$ cat src/rtl/wdg_pkg.sv
package wdg_pkg;

    typedef enum logic [1:0] {
        ST_HOLD  = 2'd0,
        ST_PULSE = 2'd1,
        ST_RUN   = 2'd2
    } sup_state_e;

    typedef struct packed {
        logic       timeout_mode;
        logic [1:0] per_code;
    } wdg_cfg_t;

    localparam int unsigned CFG_W = 3;

    function automatic int unsigned max4(input int unsigned a, input int unsigned b,
                                         input int unsigned c, input int unsigned d);
        int unsigned m;
        m = a;
        if (b > m) m = b;
        if (c > m) m = c;
        if (d > m) m = d;
        return m;
    endfunction

endpackage

$ cat src/rtl/wdg_cfg_reg.sv
module wdg_cfg_reg
    import wdg_pkg::*;
(
    input  logic     clk,
    input  logic     rst,
    input  logic     we,
    input  wdg_cfg_t wdata,
    output wdg_cfg_t cfg
);

    always_ff @(posedge clk) begin
        if (rst) begin
            cfg.timeout_mode <= 1'b0;
            cfg.per_code     <= 2'd0;
        end else if (we) begin
            cfg <= wdata;
        end
    end

endmodule

$ cat src/rtl/wdg_window_timer.sv
module wdg_window_timer
    import wdg_pkg::*;
#(
    parameter int unsigned P0 = 10,
    parameter int unsigned P1 = 45,
    parameter int unsigned P2 = 100,
    parameter int unsigned P3 = 350
) (
    input  logic       clk,
    input  logic       rst,
    input  logic       run,
    input  logic       restart,
    input  logic       tick,
    input  logic [1:0] per_code,
    output logic       win_closed,
    output logic       expire
);

    localparam int unsigned PMAX  = max4(P0, P1, P2, P3);
    localparam int unsigned CNT_W = $clog2(PMAX + 1);

    logic [CNT_W-1:0] cnt;
    logic [CNT_W-1:0] period;
    logic [CNT_W-1:0] half;

    always_comb begin
        case (per_code)
            2'd0:    period = CNT_W'(P0);
            2'd1:    period = CNT_W'(P1);
            2'd2:    period = CNT_W'(P2);
            default: period = CNT_W'(P3);
        endcase
        half = period >> 1;
    end

    assign win_closed = (cnt < half);
    assign expire     = run && tick && (cnt == period - CNT_W'(1));

    always_ff @(posedge clk) begin
        if (rst || !run || restart || expire) begin
            cnt <= '0;
        end else if (tick) begin
            cnt <= cnt + CNT_W'(1);
        end
    end

endmodule

$ cat src/rtl/wdg_reset_ctrl.sv
module wdg_reset_ctrl
    import wdg_pkg::*;
#(
    parameter int unsigned RST_DUR = 1
) (
    input  logic clk,
    input  logic rst,
    input  logic tick,
    input  logic supply_ok,
    input  logic rmode_sel,
    input  logic wr_en,
    input  logic timeout_mode,
    input  logic win_closed,
    input  logic expire,
    output logic run,
    output logic clear_ok,
    output logic rmode2,
    output logic rst_n_o,
    output logic wd_ok_o
);

    localparam int unsigned    RC_W    = $clog2(RST_DUR + 1);
    localparam logic [RC_W-1:0] RC_LAST = RC_W'(RST_DUR - 1);

    sup_state_e      state;
    logic [RC_W-1:0] rcnt;
    logic            wd_ok_q;

    assign run      = (state == ST_RUN);
    assign clear_ok = run && wr_en && (timeout_mode || !win_closed);
    assign rst_n_o  = run;
    assign wd_ok_o  = wd_ok_q;

    always_ff @(posedge clk) begin
        if (rst) begin
            state   <= ST_HOLD;
            rcnt    <= '0;
            wd_ok_q <= 1'b1;
            rmode2  <= rmode_sel;
        end else if (!supply_ok) begin
            state   <= ST_HOLD;
            rcnt    <= '0;
            wd_ok_q <= 1'b1;
        end else begin
            case (state)
                ST_HOLD: begin
                    state <= ST_PULSE;
                    rcnt  <= '0;
                end
                ST_PULSE: begin
                    if (tick) begin
                        if (rcnt == RC_LAST) begin
                            state <= ST_RUN;
                            rcnt  <= '0;
                        end else begin
                            rcnt <= rcnt + RC_W'(1);
                        end
                    end
                end
                ST_RUN: begin
                    if (wr_en && !clear_ok) begin
                        state <= ST_PULSE;
                        rcnt  <= '0;
                    end else if (clear_ok) begin
                        wd_ok_q <= 1'b1;
                    end else if (expire) begin
                        if (rmode2) begin
                            wd_ok_q <= 1'b0;
                        end else begin
                            state <= ST_PULSE;
                            rcnt  <= '0;
                        end
                    end
                end
                default: begin
                    state <= ST_HOLD;
                    rcnt  <= '0;
                end
            endcase
        end
    end

endmodule

$ cat src/rtl/wdg_supervisor.sv
module wdg_supervisor
    import wdg_pkg::*;
#(
    parameter int unsigned P0      = 10,
    parameter int unsigned P1      = 45,
    parameter int unsigned P2      = 100,
    parameter int unsigned P3      = 350,
    parameter int unsigned RST_DUR = 1
) (
    input  logic             clk,
    input  logic             rst,
    input  logic             tick_ms,
    input  logic             supply_ok,
    input  logic             rmode_sel,
    input  logic             wr_en,
    input  logic [CFG_W-1:0] wr_data,
    output logic             rst_n_o,
    output logic             wd_ok_o
);

    wdg_cfg_t cfg;
    wdg_cfg_t wr_cfg;
    logic     run;
    logic     clear_ok;
    logic     win_closed;
    logic     expire;
    logic     rmode2;

    assign wr_cfg = wdg_cfg_t'(wr_data);

    wdg_cfg_reg cfg_i (
        .clk   (clk),
        .rst   (rst),
        .we    (run && wr_en),
        .wdata (wr_cfg),
        .cfg   (cfg)
    );

    wdg_window_timer #(
        .P0 (P0), .P1 (P1), .P2 (P2), .P3 (P3)
    ) timer_i (
        .clk        (clk),
        .rst        (rst),
        .run        (run),
        .restart    (clear_ok),
        .tick       (tick_ms),
        .per_code   (cfg.per_code),
        .win_closed (win_closed),
        .expire     (expire)
    );

    wdg_reset_ctrl #(
        .RST_DUR (RST_DUR)
    ) ctrl_i (
        .clk          (clk),
        .rst          (rst),
        .tick         (tick_ms),
        .supply_ok    (supply_ok),
        .rmode_sel    (rmode_sel),
        .wr_en        (wr_en),
        .timeout_mode (cfg.timeout_mode),
        .win_closed   (win_closed),
        .expire       (expire),
        .run          (run),
        .clear_ok     (clear_ok),
        .rmode2       (rmode2),
        .rst_n_o      (rst_n_o),
        .wd_ok_o      (wd_ok_o)
    );

endmodule

$ cat config.mk
export PLATFORM = sky130hd
export DESIGN_NAME = wdg_supervisor
export DESIGN_NICKNAME = d
export VERILOG_FILES = /design/src/rtl/wdg_pkg.sv /design/src/rtl/wdg_cfg_reg.sv /design/src/rtl/wdg_window_timer.sv /design/src/rtl/wdg_reset_ctrl.sv /design/src/rtl/wdg_supervisor.sv
export SDC_FILE = /design/constraint.sdc
export NUM_CORES = 1
export LEC_CHECK = 0
export CORE_ASPECT_RATIO = 1.1
export CORE_MARGIN = 2
export CORE_UTILIZATION = 54
export CTS_CLUSTER_DIAMETER = 30
export DETAILED_ROUTE_END_ITERATION = 6
export GPL_TIMING_DRIVEN = 0
export PLACE_DENSITY_LB_ADDON = 0.12
export REMOVE_ABC_BUFFERS = 1
export SYNTH_ARGS = -nofsm -noshare
export SYNTH_HDL_FRONTEND = slang
export SYNTH_SLANG_ARGS = --single-unit
$ cat constraint.sdc
create_clock -name clk -period 2.8 [get_ports clk]
set_input_delay 0.42 -clock clk [delete_from_list [all_inputs] [get_ports clk]]
set_output_delay 0.42 -clock clk [all_outputs]
set_load 0.01 [all_outputs]
==> reports/qor.yml <==
clock_tree:
  cts-hold-fix-buffers: 0
  htree_levels: 1
  cts_tree: "done"
  clkSinkCount: 16
  cts_root_buf: "clkbuf_4"
  post-cts-setup-buffer-count: 0
  clk_pin_slew_worst_paths_ps: 110
  insertion_delay_ps: 300
  cts_inserted_buffers: 3
  clk_path_buf_depth: 2
placed_design:
  io_buffers: 10
  dpl.hpwl_um: 1510
  place_ws_ps: -27.0
  routabilityCongestion: 0.805
power_and_ir_drop:
  powerDensity_nw_per_um2: 357
  leakage_nw: 0.495
  finalPower_uw: 428
  ir_worst_vdd_mv: 0.299
floorplanning:
  start_util_pct: 57.6
  die_h_um: 49.7
  ioPinCount: 11
  dieWidth_um: 45.6
  die_area_sq_um: 2270
  coreArea_sq_um: 1780
  rows: 16
synth:
  synthAdderAreaFrac_pct: 15.9
  async_reset_ff_share_pct: 0
  syn_area_per_cell_sq_um: 8.77
  ys.flop_type: "dfxtp_1"
  synth_area_sq_um: 1030
  ys_ff_latch: 16
  yosysWarningCount: 0
  synth-simple-area-share_pct: 24.0
  netlist_instances: 117
  synth_edf_count: 1
  ys_seq_area_share_pct: 32.2
  synth-xor-area-share_pct: 10.2
  post_synth_num_cell_types: 32
  synth.mux.area_fraction_pct: 0.976
  synth_compound_area_share_pct: 13.0
  synth_top_family_by_area: "simple AND/OR/NAND/NOR gates"
global_routing:
  grt_max_degree: 10
  overflow: 0
  grt_first_pass_wirelength_um: 3310
  grt_pass1_vias: 751
  grt_use_total_pct: 20.1
  antenna_found_initial: 0
cells_and_area:
  multi_input_area_sq_um: 689
  seqCellArea_sq_um: 330
  drive_gt1_share_pct: 10.0
  nFillCells: 161
  layout_common_cells: "nand2_1 (15), dfxtp_1 (15), ha_1 (13)"
  diodes: 0
  area_growth_pct: 16.7
  nNetsFinal: 153
sta:
  worst_pin_slew_ps: 399
  period_needed_ps: 2580
  slew_headroom_pct: 73.3
  finalCritPeriodShare_pct: 92.2
  max_freq_mhz: 387
  setup_viol: 0
  timing.final.ws_setup_ps: 219
  slew_viol_final: 0
  fin_worst_skew_ps: 16.6
  hold_violations: 0
  hold_ws_ps: 462
routing:
  wirelength_um: 2150
  ant_nets: 0
  avgRoutedWirePerCell_um: 14.5
  viasPerCell: 5.92
  drt_iter0_drc: 28
  via_count: 876
  first_pass_iters: 4
  drc_errors: 0
job:
  maxCapViolCount: 0
setup_path:
  start_kind: "flip-flop"
  worstPathArrival_ps: 2760
  crit_slowest_cell: "a2111oi_2"
  path_max_fanout: 6
  cp-end-kind: "flip-flop"
  crit_family: "compound AO/OA/AOI/OAI gates"
  cp_num_buf_inv: 2
  cpPeakStageDelay_ps: 490
  required_ps: 2980
  critPathKind: "flip-flop to flip-flop"
  crit_chain: "inv_1, ha_1, inv_1, ha_1, o21ai_0, a2111oi_2, a21oi_2, o211ai_2, nor2_1"
outcome:
  status: "finished, final reports clean"
worst_hold_path:
  hp-class: "flip-flop to flip-flop"
==> power by group <==
group / internal, mW / switching [mW] / total [mW] / leakage [nW]
registers: 0.233 / 0.00261 / 0.236 / 0.131
clock network: 0.0793 / 0.0806 / 0.160 / 0.0210
logic: 0.0173 / 0.0148 / 0.0322 / 0.343
total: 0.330 / 0.0980 / 0.428 / 0.495
==> synthesized netlist by cell type (all sizes together), types with 2 or more instances <==
master   n  share of area, %
a21oi    7               3.4
nor3     3               1.5
nand4    3               1.8
ha      13                16
buf      2               1.8
dfxtp   15                29
nor2    12               4.4
o211ai   3               2.7
nand3    5               2.4
and3     4               2.4
nand2   15               5.5
nor2b    3               2.1
inv      5               1.8
xnor2    4               3.4
o21ai    2              0.98
xor2     8               6.8
==> stage by stage <==
stage	TNS, ps	instances	area, sq um	util (%)
floorplan	0	115	1010	-
global placement	0	143	1130	63.4
detailed placement	-172	143	1130	63.4
CTS	0	147	1170	65.5
global route	-15.0	148	1200	67.2
finish	0	148	1200	67.2
==> worst paths after layout <==
kind	start	endpoint	slack [ps]	depth (start not counted)
worst min register to register	ctrl_i.state[1]	ctrl_i.state[0]	460	1
worst min-delay path	ctrl_i.state[1]	ctrl_i.state[0]	460	1
worst max-delay path	cfg_i.cfg[0]	timer_i.cnt[2]	220	9
worst max register to register	cfg_i.cfg[0]	timer_i.cnt[2]	220	9
==> registers in the layout, summed over array words and instances (netlist names) <==
register        count
ctrl_i.rmode2       1
ctrl_i.state        2
ctrl_i.wd_ok_o      1
cfg_i.cfg           3
timer_i.cnt         9
==> routing by layer <==
metal,global-route usage (%),part of all wire [%],vias up
met5,0,0,-
met4,7.35,1.3,0
met3,4.76,3.7,3
met2,31.9,48,21
met1,25.8,47,413
li1,-,-,439
==> worst register-to-register path, stage by stage (launching register included) <==
cell and delay, ps:
dfxtp_1 470, inv_1 120, ha_1 360, inv_1 60, ha_1 290, o21ai_0 140
a2111oi_2 490, a21oi_2 170, o211ai_2 290, nor2_1 80
==> area by class of cell <==
type	count	area share (%)
timing repair buffer	10	8.36
sequential	16	27.6
tap	18	1.88
inverter	5	1.57
clock buffer	4	3.03
multi-input combinational	95	57.6
==> logic make-up after synthesis <==
logic type	after synthesis
simple gates	50
xor+xnor	12
fa+ha+maj	13
flops	16
compound gates	18
buf+inv	7
mux	1
==> repair_timing <==
item / CTS / global route
gates cloned: 0 / 1
resized for setup: 1 / 3
pin swaps: 0 / 1
endpoints found under the setup margin: 9 / 12
No activity file was read; power rests on OpenSTA's default activity.
